===== src/rtl/ea_pkg.sv =====
package ea_pkg;

    typedef enum logic [2:0] {
        M_IMPL = 3'd0,
        M_IMM  = 3'd1,
        M_RIND = 3'd2,
        M_RINC = 3'd3,
        M_DIR  = 3'd4,
        M_IND  = 3'd5,
        M_IDX  = 3'd6,
        M_BASE = 3'd7
    } amode_e;

    typedef enum logic [1:0] {
        K_ADDR = 2'd0,
        K_IMM  = 2'd1,
        K_NONE = 2'd2
    } okind_e;

    typedef enum logic [1:0] {
        S_IDLE     = 2'd0,
        S_PTR_WAIT = 2'd1,
        S_DONE     = 2'd2
    } st_e;

endpackage


===== src/rtl/ea_regfile.sv =====
module ea_regfile #(
    parameter int AW   = 16,
    parameter int NGPR = 8,
    parameter int SELW = 3,
    parameter int WIW  = 4
) (
    input  logic            clk,
    input  logic            rst_n,
    input  logic            wr_en,
    input  logic [WIW-1:0]  wr_idx,
    input  logic [AW-1:0]   wr_data,
    input  logic            inc_en,
    input  logic [SELW-1:0] inc_sel,
    input  logic [SELW-1:0] rd_sel,
    output logic [AW-1:0]   rd_val,
    output logic [AW-1:0]   pc_val
);

    logic [AW-1:0] flat [NGPR+1];

    for (genvar g = 0; g <= NGPR; g++) begin : g_ent
        logic [AW-1:0] q;
        logic          bump;

        if (g < NGPR) begin : g_gpr
            assign bump = inc_en && (inc_sel == SELW'(g));
        end else begin : g_pc
            assign bump = 1'b0;
        end

        always_ff @(posedge clk or negedge rst_n) begin
            if (!rst_n)
                q <= '0;
            else if (wr_en && (wr_idx == WIW'(g)))
                q <= wr_data;
            else if (bump)
                q <= q + AW'(1);
        end

        assign flat[g] = q;
    end

    assign rd_val = flat[rd_sel];
    assign pc_val = flat[NGPR];

endmodule


===== src/rtl/ea_calc.sv =====
module ea_calc
    import ea_pkg::*;
#(
    parameter int AW = 16,
    parameter int FW = 12
) (
    input  logic [2:0]    mode,
    input  logic          rel_sel,
    input  logic [FW-1:0] fld,
    input  logic [AW-1:0] reg_val,
    input  logic [AW-1:0] pc_val,
    output logic [AW-1:0] value,
    output okind_e        kind,
    output logic          need_ptr,
    output logic          post_inc
);

    localparam int EXT = AW - FW;

    logic [AW-1:0] fld_z;
    logic [AW-1:0] fld_s;

    assign fld_z = {{EXT{1'b0}}, fld};
    assign fld_s = {{EXT{fld[FW-1]}}, fld};

    always_comb begin
        value    = fld_z;
        kind     = K_ADDR;
        need_ptr = 1'b0;
        post_inc = 1'b0;
        if (rel_sel) begin
            value = pc_val + fld_s;
        end else begin
            unique case (amode_e'(mode))
                M_IMPL: begin value = '0; kind = K_NONE; end
                M_IMM:  kind = K_IMM;
                M_RIND: value = reg_val;
                M_RINC: begin value = reg_val; post_inc = 1'b1; end
                M_DIR:  value = fld_z;
                M_IND:  need_ptr = 1'b1;
                M_IDX:  value = fld_z + reg_val;
                M_BASE: value = reg_val + fld_z;
                default: value = fld_z;
            endcase
        end
    end

endmodule


===== src/rtl/ea_seq.sv =====
module ea_seq
    import ea_pkg::*;
#(
    parameter int AW = 16
) (
    input  logic          clk,
    input  logic          rst_n,
    input  logic          req,
    input  logic [AW-1:0] calc_value,
    input  okind_e        calc_kind,
    input  logic          need_ptr,
    input  logic          post_inc,
    input  logic          mem_rvalid,
    input  logic [AW-1:0] mem_rdata,
    output logic          out_valid,
    output logic [AW-1:0] out_value,
    output okind_e        out_kind,
    output logic          mem_rd,
    output logic [AW-1:0] mem_addr,
    output logic          inc_fire,
    output st_e           st
);

    st_e  st_nx;
    logic accept;

    assign accept   = (st == S_IDLE) && req;
    assign inc_fire = accept && post_inc;

    always_comb begin
        st_nx = st;
        unique case (st)
            S_IDLE:     if (req) st_nx = need_ptr ? S_PTR_WAIT : S_DONE;
            S_PTR_WAIT: if (mem_rvalid) st_nx = S_DONE;
            S_DONE:     st_nx = S_IDLE;
            default:    st_nx = S_IDLE;
        endcase
    end

    always_ff @(posedge clk or negedge rst_n) begin
        if (!rst_n)
            st <= S_IDLE;
        else
            st <= st_nx;
    end

    always_ff @(posedge clk or negedge rst_n) begin
        if (!rst_n) begin
            out_valid <= 1'b0;
            out_value <= '0;
            out_kind  <= K_ADDR;
            mem_rd    <= 1'b0;
            mem_addr  <= '0;
        end else begin
            out_valid <= 1'b0;
            mem_rd    <= 1'b0;
            if (accept) begin
                if (need_ptr) begin
                    mem_rd   <= 1'b1;
                    mem_addr <= calc_value;
                end else begin
                    out_valid <= 1'b1;
                    out_value <= calc_value;
                    out_kind  <= calc_kind;
                end
            end else if ((st == S_PTR_WAIT) && mem_rvalid) begin
                out_valid <= 1'b1;
                out_value <= mem_rdata;
                out_kind  <= K_ADDR;
            end
        end
    end

endmodule


===== src/rtl/ea_resolver.sv =====
module ea_resolver
    import ea_pkg::*;
#(
    parameter int AW   = 16,
    parameter int FW   = 12,
    parameter int NGPR = 8,
    localparam int SELW = $clog2(NGPR),
    localparam int WIW  = $clog2(NGPR + 1)
) (
    input  logic            clk,
    input  logic            rst_n,
    input  logic            req,
    input  logic [2:0]      mode,
    input  logic            rel_sel,
    input  logic [FW-1:0]   addr_fld,
    input  logic [SELW-1:0] reg_sel,
    input  logic            wr_en,
    input  logic [WIW-1:0]  wr_idx,
    input  logic [AW-1:0]   wr_data,
    output logic            mem_rd,
    output logic [AW-1:0]   mem_addr,
    input  logic            mem_rvalid,
    input  logic [AW-1:0]   mem_rdata,
    output logic            out_valid,
    output logic [AW-1:0]   out_value,
    output logic [1:0]      out_kind
);

    logic [AW-1:0] reg_val;
    logic [AW-1:0] pc_val;
    logic [AW-1:0] calc_value;
    okind_e        calc_kind;
    okind_e        kind_q;
    logic          need_ptr;
    logic          post_inc;
    logic          inc_fire;
    st_e           st;
    logic [1:0]    st_w;

    ea_regfile #(.AW(AW), .NGPR(NGPR), .SELW(SELW), .WIW(WIW)) u_rf (
        .clk     (clk),
        .rst_n   (rst_n),
        .wr_en   (wr_en),
        .wr_idx  (wr_idx),
        .wr_data (wr_data),
        .inc_en  (inc_fire),
        .inc_sel (reg_sel),
        .rd_sel  (reg_sel),
        .rd_val  (reg_val),
        .pc_val  (pc_val)
    );

    ea_calc #(.AW(AW), .FW(FW)) u_calc (
        .mode     (mode),
        .rel_sel  (rel_sel),
        .fld      (addr_fld),
        .reg_val  (reg_val),
        .pc_val   (pc_val),
        .value    (calc_value),
        .kind     (calc_kind),
        .need_ptr (need_ptr),
        .post_inc (post_inc)
    );

    ea_seq #(.AW(AW)) u_seq (
        .clk        (clk),
        .rst_n      (rst_n),
        .req        (req),
        .calc_value (calc_value),
        .calc_kind  (calc_kind),
        .need_ptr   (need_ptr),
        .post_inc   (post_inc),
        .mem_rvalid (mem_rvalid),
        .mem_rdata  (mem_rdata),
        .out_valid  (out_valid),
        .out_value  (out_value),
        .out_kind   (kind_q),
        .mem_rd     (mem_rd),
        .mem_addr   (mem_addr),
        .inc_fire   (inc_fire),
        .st         (st)
    );

    assign out_kind = kind_q;
    assign st_w     = st;

endmodule


===== config.mk =====
export PLATFORM = sky130hd
export DESIGN_NAME = ea_resolver
export DESIGN_NICKNAME = d
export VERILOG_FILES = /design/src/rtl/ea_pkg.sv /design/src/rtl/ea_regfile.sv /design/src/rtl/ea_calc.sv /design/src/rtl/ea_seq.sv /design/src/rtl/ea_resolver.sv
export SDC_FILE = /design/constraint.sdc
export NUM_CORES = 1
export LEC_CHECK = 0
export CAP_MARGIN = 20
export CORE_MARGIN = 2
export CORE_UTILIZATION = 40
export DETAILED_ROUTE_END_ITERATION = 10
export PLACE_DENSITY = 0.7
export SLEW_MARGIN = 30
export SYNTH_ARGS = -nofsm -noshare
export SYNTH_HDL_FRONTEND = slang
export SYNTH_SLANG_ARGS = --single-unit

===== constraint.sdc =====
create_clock -name clk -period 5.6 [get_ports clk]
set_input_delay 0.84 -clock clk [delete_from_list [all_inputs] [get_ports clk]]
set_output_delay 0.84 -clock clk [all_outputs]
set_load 0.05 [all_outputs]

==> impl_metrics.ini <==
[timing]
min_period_ns = 4.05
tightestPinTransition_ns = 0.883
clock.fmax_ghz = 0.247
relSlewSlack_pct = 40.6
finalSetupViolations = 0
final.setup.tns_ns = 0
skew_ns = 0.0175
slew_violations = 0
fin_crit_sh_pct = 72.3
rsz0062_at_grt = false
hold_ws_ns = 0.382
hold_viol_final = 0

[synthesis]
synth_ff_type = dfrtp_1
synth_edf_count = 0
synthTopCellsByArea = dfrtp_1 (38%), mux4_2 (5.7%), xor2_1 (5.5%), nand2_1 (5.3%), o21ai_0 (5.0%)
netlist_area_um2 = 11900
yosysMostFrequentCell = dfrtp_1
yosysUniqueCellTypes = 67
yosysTopAreaCell = dfrtp_1
yosysTopAreaCellShare_pct = 38.4
yosysSeqAreaShare_pct = 38.4
yosys_warnings = 0
netlist_instances = 1293
syn_nets = 1390
synth_area_per_cell_um2 = 9.17
synth_seq_cells = 182
synth_commonest_cells = dfrtp_1 (182), nand2_1 (168), o21ai_0 (118)
synthArstFlopShare_pct = 100

[clock_network]
numCtsBuffers = 17
clock_path_buffers = 2
cts_tree = yes
clk_pin_slew_ns = 0.08
htree_levels = 4
clock_sinks = 182
post-cts-setup-buffers = 0
cts_root_buffer = clkbuf_16
cts.hold.buffers_added = 0
insertion_delay_ns = 0.45
cts_resized = 0

[floorplan]
die_w_um = 176
rows = 63
num_io_pins = 96
die_area_um2 = 31000
core_region_area_um2 = 29400
start_util_pct = 40.3
die_h_um = 176

[pwr]
leakage_nw = 5.43
pwr-share-clk_pct = 24.9
switching_share_pct = 39.1
p_total_mw = 4.80
power_frac_comb_pct = 34.1
p_per_area_nw_per_um2 = 350
ir_worst_vdd_uv = 229
p_int_mw = 2.92
power_frac_seq_pct = 41.0
switching_power_mw = 1.87

[place]
place_hpwl_mm = 27.1
gp_congestion = 0.931
port_buffers = 95

[worst_setup_path]
cp_common_cell = a21o_1
cp_num_buf_inv = 2
r2r-start = u_rf.g_ent[7].q[2]$_DFFE_PN0P_
r2r_cells = 11
cp.required_ns = 5.93
end_kind = flop
crit_family = compound AO/OA/AOI/OAI gates
crit_fanout = 22
crit_chain = buf_2, buf_4, mux4_2, mux2_2, ha_1, a21o_1, a21o_1, a21o_1, o21bai_1, a21oi_1, xnor2_1, a221o_1
crit_slowest_cell = mux4_2
reg2reg_to = u_seq.mem_addr[11]$_DFFE_PN0P_
ff2ff_setup_slack_ns = 2.15
max_stage_delay_ns = 0.54
worstSetupStartpointType = input port
critPathArrivalTime_ns = 4.37
path_class = input port to flop

[detailed_routing]
vias_per_cell = 5.80
dr.pass1.iters = 5
first_iter_violations = 873
antenna_left = 0
drcViolationCount = 0
wl_mm = 36.3
vias = 10192
wl_per_cell_um = 20.7

[flow_run]
maxCapViolCount = 0

[finish]
n_antenna_cell = 0
nNetsFinal = 1450
syn2layout_area_growth_pct = 15.7
drive_gt1_share_pct = 10.2

[grt]
grt_max_degree = 108
grt-ovfl-total = 0
globalRouteTotalUtil_pct = 24.0
antenna_found_initial = 0
grt_pass1_wl_mm = 57.3
grt_pass1_vias = 9839

[worst_hold_path]
hp-class = input port to asynchronous set/reset pin

[status]
status = complete, no violations
worst max path at each step:
stage | startpoint | endpoint | slack (ns) | cells after the start
finish | reg_sel[0] | u_seq.out_value[14]$_DFFE_PN0P_ | 1.55 | 12
global route | reg_sel[0] | u_seq.out_value[14]$_DFFE_PN0P_ | 1.27 | 12
CTS | reg_sel[0] | u_seq.out_value[14]$_DFFE_PN0P_ | 1.54 | 12
detailed placement | reg_sel[0] | u_seq.out_value[14]$_DFFE_PN0P_ | 1.07 | 12
global placement | reg_sel[0] | u_seq.out_value[14]$_DFFE_PN0P_ | 1.17 | 12
floorplan | reg_sel[1] | u_seq.out_value[15]$_DFFE_PN0P_ | 1.48 | 13
worst register-to-register path, delay by kind of cell, from the launching register on:
family          cells  cell delay (ns)
buf+inv             1             0.17
mux                 3             1.11
compound gates      6             1.24
fa+ha+maj           1             0.35
flops               1             0.45
cells in the final DEF, fill, tap and decap left out, drive strengths merged, types with 5 or more instances in the layout:
cell             n
a211oi           9
a21o            16
a21oi           74
a221oi           5
and2             9
and3            26
and4             8
buf             20
clkbuf          17
clkdlybuf4s50   92
clkinv           6
dfrtp          182
ha              35
inv             32
mux2            33
mux2i           22
mux4            30
nand2          168
nand2b          13
nand3           39
nand3b           6
nand4           25
nor2           111
nor2b            8
nor3            28
nor3b            5
nor4            11
o211ai           8
o21a             8
o21ai          122
o21bai           6
o22ai            5
or3              7
xnor2           63
xor2            74
power groups by stage:
| stage | registers, mW | logic (mW) | clock network (mW) |
|---|---|---|---|
| global placement | 1.97 | 1.58 | 0 |
| global route | 2.00 | 1.78 | 1.25 |
| floorplan | 2.06 | 0.955 | 0 |
| finish | 1.97 | 1.64 | 1.20 |
| detailed placement | 1.98 | 1.62 | 0 |
| CTS | 1.95 | 1.63 | 1.20 |
cell type report:
class	instances	area (µm²)
Timing Repair Buffer	112	1080
Clock buffer	17	425
Tap cell	390	488
Inverter	26	97.6
Sequential cell	182	4550
Fill cell	2763	15700
Clock inverter	15	138
Multi-Input combinational cell	1014	6940
per-layer routing:
layer | vias to the layer above | part of all wire, % | wire [µm] | GRT usage (%)
met3 | 72 | 7.5 | 2720 | 3.49
met5 | - | 0 | 0 | 0
met1 | 4936 | 45 | 16100 | 33.9
met4 | 0 | 2.9 | 1060 | 7.85
li1 | 4712 | - | - | -
met2 | 472 | 45 | 16300 | 37.9
cell families after synthesis:
| group | synth area share, % |
|---|---|
| XOR/XNOR | 10.1 |
| AO/OA/AOI/OAI | 13.8 |
| buffers and inverters | 3.28 |
| AND/OR/NAND/NOR | 19.7 |
| multiplexers | 10.7 |
| adder cells (fa/ha/maj) | 4.03 |
| flip-flops | 38.4 |
flip-flops by register name, summed over array words and instances, names as in the netlist:
signal and flops:
u_rf.g_ent.q 128, u_rf.pc_val 16, u_seq.mem_addr 16, u_seq.mem_rd 1, u_seq.out_kind 2, u_seq.out_valid 1, u_seq.out_value 16, u_seq.st 2
metrics by stage:
step                area, µm²  worst slack, ns  std cells  utilization, %
floorplan               11900             1.48       1293               -
global placement        13100             1.17       1723            44.7
detailed placement      13100             1.07       1724            44.7
CTS                     13700             1.54       1756            46.6
global route            13700             1.27       1756            46.7
finish                  13700             1.55       1756            46.7
Note: power is estimated with default switching activity, not from simulation.
